<file path="src/rtl/mwcfg_pkg.sv">
package mwcfg_pkg;
  localparam int NCTL     = 3;
  localparam int IDX_LANE = 0;
  localparam int IDX_TEST = 1;
  localparam int IDX_TURN = 2;
  localparam int STAT_OFF = 4;

  // Control word k lives at word offset k.
  function automatic int ctl_off(input int k);
    return k;
  endfunction
endpackage

</file>
<file path="src/rtl/mwcfg_mreg.sv">
module mwcfg_mreg #(
  parameter int HW = 16,
  parameter logic [HW-1:0] IMPL = '1
) (
  input  logic          clk,
  input  logic          rst,
  input  logic          we,
  input  logic [2*HW-1:0] wdata,
  output logic [HW-1:0] q
);
  logic [HW-1:0] msk;
  logic [HW-1:0] dat;
  assign msk = wdata[2*HW-1:HW];
  assign dat = wdata[HW-1:0];

  always_ff @(posedge clk) begin
    if (rst) q <= '0;
    else if (we) q <= ((q & ~msk) | (dat & msk)) & IMPL;
  end


  masked_bits_chk: assert property (@(posedge clk) disable iff (rst)
    we |=> ((q ^ $past(q)) & ~$past(msk)) == '0);

  idle_hold_chk: assert property (@(posedge clk) disable iff (rst)
    !we |=> q == $past(q));

  unimpl_zero_chk: assert property (@(posedge clk) disable iff (rst)
    (q & ~IMPL) == '0);
endmodule

</file>
<file path="src/rtl/mwcfg_rdport.sv">
module mwcfg_rdport
  import mwcfg_pkg::*;
#(
  parameter int AW  = 3,
  parameter int HW  = 16,
  parameter int TDW = 8
) (
  input  logic               clk,
  input  logic               rst,
  input  logic               rd_en,
  input  logic [AW-1:0]      rd_addr,
  input  logic [NCTL*HW-1:0] ctl_words,
  input  logic [TDW-1:0]     stat_in,
  output logic [2*HW-1:0]    rd_data,
  output logic               rd_valid
);
  logic [HW-1:0] sel;

  always_comb begin
    sel = '0;
    for (int k = 0; k < NCTL; k++)
      if (rd_addr == AW'(ctl_off(k))) sel = ctl_words[k*HW +: HW];
    if (rd_addr == AW'(STAT_OFF)) sel = {{(HW-TDW){1'b0}}, stat_in};
  end

  always_ff @(posedge clk) begin
    if (rst) begin
      rd_data  <= '0;
      rd_valid <= 1'b0;
    end else begin
      rd_valid <= rd_en;
      rd_data  <= rd_en ? {{HW{1'b0}}, sel} : '0;
    end
  end


  rd_follow_chk: assert property (@(posedge clk) disable iff (rst)
    rd_en |=> rd_valid);

  rd_idle_chk: assert property (@(posedge clk) disable iff (rst)
    !rd_en |=> (!rd_valid && rd_data == '0));

  upper_zero_chk: assert property (@(posedge clk) disable iff (rst)
    rd_data[2*HW-1:HW] == '0);

  stat_read_chk: assert property (@(posedge clk) disable iff (rst)
    (rd_en && rd_addr == AW'(STAT_OFF)) |=> rd_data == {{(2*HW-TDW){1'b0}}, $past(stat_in)});

  unmapped_zero_chk: assert property (@(posedge clk) disable iff (rst)
    (rd_en && int'(rd_addr) >= NCTL && rd_addr != AW'(STAT_OFF)) |=> rd_data == '0);
endmodule

</file>
<file path="src/rtl/mwcfg_bank.sv">
module mwcfg_bank
  import mwcfg_pkg::*;
#(
  parameter int AW    = 3,
  parameter int LANES = 4,
  parameter int TDW   = 8
) (
  input  logic             clk,
  input  logic             rst,
  input  logic             wr_en,
  input  logic [AW-1:0]    wr_addr,
  input  logic [31:0]      wr_data,
  input  logic             rd_en,
  input  logic [AW-1:0]    rd_addr,
  output logic [31:0]      rd_data,
  output logic             rd_valid,
  input  logic [TDW-1:0]   tst_dout,
  output logic [LANES-1:0] lane_en,
  output logic [LANES-1:0] force_rx,
  output logic [LANES-1:0] force_stop,
  output logic [LANES-1:0] turn_dis,
  output logic [LANES-1:0] turn_req,
  output logic [1:0]       clk_inv,
  output logic [TDW-1:0]   tst_din,
  output logic             tst_en,
  output logic             tst_clk,
  output logic             tst_clr
);
  localparam int HW = 16;
  localparam int LSH = LANES;
  localparam logic [HW-1:0] IMPL_LANE = HW'((32'd1 << (4*LANES)) - 1);
  localparam logic [HW-1:0] IMPL_TEST = HW'((32'd1 << (TDW+3)) - 1);
  localparam logic [HW-1:0] IMPL_TURN = HW'(((32'd1 << LANES) - 1) | 32'h0C00);

  logic [NCTL*HW-1:0] words;

  generate
    for (genvar k = 0; k < NCTL; k++) begin : g_ctl
      localparam logic [HW-1:0] IMPL = (k == IDX_LANE) ? IMPL_LANE :
                                       (k == IDX_TEST) ? IMPL_TEST : IMPL_TURN;
      logic hit;
      assign hit = wr_en && (wr_addr == AW'(ctl_off(k)));
      mwcfg_mreg #(.HW(HW), .IMPL(IMPL)) u_reg (
        .clk(clk), .rst(rst), .we(hit), .wdata(wr_data),
        .q(words[k*HW +: HW])
      );
    end
  endgenerate

  logic [HW-1:0] w_lane, w_test, w_turn;
  assign w_lane = words[IDX_LANE*HW +: HW];
  assign w_test = words[IDX_TEST*HW +: HW];
  assign w_turn = words[IDX_TURN*HW +: HW];

  assign lane_en    = w_lane[0*LSH +: LANES];
  assign force_rx   = w_lane[1*LSH +: LANES];
  assign force_stop = w_lane[2*LSH +: LANES];
  assign turn_dis   = w_lane[3*LSH +: LANES];
  assign tst_din    = w_test[TDW-1:0];
  assign tst_en     = w_test[TDW];
  assign tst_clk    = w_test[TDW+1];
  assign tst_clr    = w_test[TDW+2];
  assign turn_req   = w_turn[LANES-1:0];
  assign clk_inv    = w_turn[11:10];

  mwcfg_rdport #(.AW(AW), .HW(HW), .TDW(TDW)) u_rd (
    .clk(clk), .rst(rst), .rd_en(rd_en), .rd_addr(rd_addr),
    .ctl_words(words), .stat_in(tst_dout),
    .rd_data(rd_data), .rd_valid(rd_valid)
  );


  reset_clear_chk: assert property (@(posedge clk)
    rst |=> (lane_en == '0 && force_rx == '0 && force_stop == '0 && turn_dis == '0 &&
             turn_req == '0 && clk_inv == '0 && tst_din == '0 && !tst_en &&
             !tst_clk && !tst_clr && !rd_valid && rd_data == '0));

  unmapped_write_chk: assert property (@(posedge clk) disable iff (rst)
    (wr_en && int'(wr_addr) >= NCTL) |=> words == $past(words));
endmodule

</file>
<file path="config.mk">
export PLATFORM = sky130hd
export DESIGN_NAME = mwcfg_bank
export DESIGN_NICKNAME = d
export VERILOG_FILES = /design/src/rtl/mwcfg_pkg.sv /design/src/rtl/mwcfg_mreg.sv /design/src/rtl/mwcfg_rdport.sv /design/src/rtl/mwcfg_bank.sv
export SDC_FILE = /design/constraint.sdc
export NUM_CORES = 1
export LEC_CHECK = 0
export BUFFER_PORTS_ARGS = -buffer_cell sky130_fd_sc_hd__buf_2
export CAP_MARGIN = 20
export CORE_UTILIZATION = 30
export CTS_BUF_LIST = sky130_fd_sc_hd__clkbuf_2 sky130_fd_sc_hd__clkbuf_4 sky130_fd_sc_hd__clkbuf_8
export CTS_CLUSTER_SIZE = 24
export DETAILED_ROUTE_END_ITERATION = 10
export GPL_ROUTABILITY_DRIVEN = 0
export PLACE_DENSITY = 0.6
export SETUP_SLACK_MARGIN = 0.3
export SLEW_MARGIN = 15
export SYNTH_ARGS = -nofsm -noshare
export SYNTH_HDL_FRONTEND = slang
export SYNTH_SLANG_ARGS = --single-unit
</file>
<file path="constraint.sdc">
create_clock -name clk -period 1.2 [get_ports clk]
set_clock_uncertainty 0.2 [all_clocks]
set_input_delay 0.12 -clock clk [delete_from_list [all_inputs] [get_ports clk]]
set_output_delay 0.12 -clock clk [all_outputs]
set_load 0.005 [all_outputs]
</file>
==> reports/summary.txt <==
IO Pins: 116
Final Cycle Share: 93.8%
EDFF count, synth: 0
Distinct cells, synth: 32
synth cell count leaders: 75 x nand2_1, 50 x dfxtp_1, 36 x mux2i_1
CP startpoint kind: primary input
Die X: 89.3 um
Final HPWL DP: 4.55 mm
clock latency on the worst-skew pair: 300 ps
largest cells by area after synthesis: dfxtp_1 44%, mux2i_1 16%, nand2_1 12%, buf_4 5.9%, nand2b_1 2.5%
Synth warnings: 0
H-tree depth: 2
main flop type after synthesis: dfxtp_1
number of I/O port buffers: 99
Min-Delay Endpoint: u_rd.rd_data[1]
Pwr Density: 930 nW/um2
first-pass GRT wire length: 10.1 mm
fmax: 889 MHz
Via Count: 2187
mapped cell area: 2290 um2
worst hold margin: -175 ps
Finished Core Util: 54.2%
HP Class: primary input to register
initial DRC count: 34
core footprint: 7290 um2
crit-path max FO: 5
setup TNS: 0 ps
Congestion Overflow GR: 0
Starting Density: 31.4%
Peak VDD IR: 0.529 mV
RSZ-0062 raised after global routing: yes
Syn Inst Count: 253
CTS tree: yes
post-synthesis register bit count: 50
largest net degree at the start of global routing: 21
Final ANT Viol Nets: 0
overall die area: 7980 um2
largest area contributor in the netlist: dfxtp_1
DRT Wirelength: 7.06 mm
Data arrival, critical path: 1110 ps
DRC Markers: 0
vias per inst: 4.46
nets: 440
GRT Util Overall: 17.0%
leakage: 2.06 nW
Synth async-reset ratio: 0%
Worst R2R Setup Slack: 90 ps
hold depth: 2
fin. max-slew vios: 0
initial antenna violation count: 0
CTS root buf: clkbuf_8
clock tree sinks: 50
Worst-path clk slew: 100 ps
area delta synth->final: 72.9%
layout cells sized above 1: 61.9%
row count: 31
Crit Path Class: primary input to register
Yosys top cell area share: 43.8%
worst r2r dst: u_rd.rd_data[2]
Place WS: -164 ps
TritonRoute pass-1 iters: 4
Max Cap Violations: 0
vias in the first global route: 2052
Avg Cell Area, Syn: 9.04 um2
worst hold start: tst_dout[1]
Die Span Y: 89.3 um
clk buf depth: 2
final hold viol count: 39
ANT cells: 0
final worst setup slack: 74.6 ps
sequential fraction of the synthesis area: 43.8%
crit path time final: 1130 ps
status: finished with violations
Crit. End Element: register
# setup viols final: 0
R2R depth: 2
CTS buffer count: 5
worst path required time: 1190 ps
most common cell in the netlist: nand2_1
failing checks: negative hold slack
WL per Instance: 14.4 um
==> per-layer routing <==
metal | wire length (um) | track usage [%]
met5 | 0 | 0
met4 | 85 | 4.47
met3 | 310 | 4.06
met2 | 3600 | 30.7
met1 | 3070 | 20.2
==> power by group <==
part | internal, mW | switching (mW) | leakage [nW]
clock | 0.890 | 0.579 | 0.0714
combinational | 0.264 | 0.249 | 1.56
sequential | 1.68 | 0.0151 | 0.425
==> kinds of logic (layout without fill, tap and decap cells) <==
family | Yosys count | count (layout) | share of synthesized area [%]
AOI/OAI and AO/OA | 25 | 25 | 7.82
muxes | 36 | 36 | 15.8
DFF | 50 | 50 | 43.8
and+or+nand+nor | 108 | 108 | 23.5
buffers and inverters | 33 | 156 | 8.97
other | 1 | 16 | 0.164
==> layout make-up <==
cell class,instances,area (um2)
fill,677,3340
multi-input combinational,185,1410
timing repair buffer,143,1210
sequential,50,1050
tap,99,124
clock buffer,6,82.6
clock inverter,2,60.1
inverter,5,21.3
==> through the flow <==
stage,total power [mW],instance area [um2],hold slack [ps],cells
detailed placement,2.10,3020,142,455
finish,3.68,3960,-175,490
global route,3.83,3960,-169,490
CTS,3.64,3590,-183,485
global placement,2.10,3020,132,455
floorplan,1.94,2440,-1.06,268
==> worst max path at each step <==
stage | start | endpoint | slack [ps] | cells past startpoint
floorplan | rd_addr[1] | u_rd.rd_data[12] | 60 | 4
global placement | rd_addr[1] | u_rd.rd_data[3] | -120 | 4
detailed placement | rd_addr[1] | u_rd.rd_data[2] | -160 | 4
CTS | register | u_rd.rd_data[2] | 70 | 2
global route | wr_addr[2] | register | 50 | 7
finish | wr_addr[2] | register | 70 | 7
==> placed cells by master, fill, tap and decap left out, types with 2 or more instances in the layout <==
cell,netlist,layout
nand2_1,75,47
a41o_1,4,4
nor3_1,3,2
dfxtp_2,0,42
o31a_1,3,3
dfxtp_1,50,8
dlygate4sd3_1,0,6
o21ai_0,3,3
and2_1,4,4
buf_4,18,11
bufinv_16,0,2
a32o_1,3,3
nand2b_1,9,7
mux2i_2,0,2
buf_2,5,73
buf_12,0,8
nand2b_4,0,2
and4bb_4,0,2
or2_4,0,4
clkbuf_8,0,6
a21oi_2,0,7
nor3b_2,2,2
inv_1,4,4
mux2i_1,36,34
nand2_4,0,21
a21oi_1,9,2
buf_6,1,42
conb_1,1,16
nor2b_1,2,2
nand2_2,0,7
==> repair_timing <==
action | in CTS | in global routing
hold endpoints to repair | 43 | 39
gates cloned | 3 | 1
setup buffers | 14 | 3
pin swaps | 23 | 10
hold buffers | 5 | 1
setup endpoints to repair | 91 | 99
gates resized for setup | 81 | 62
==> worst max-delay path: stages <==
cell and delay, ps:
buf_8 100, buf_6 100, and4bb_4 380, buf_12 120
buf_12 130, nand2_4 50, mux2i_1 110
No activity file was read; power rests on OpenSTA's default activity.
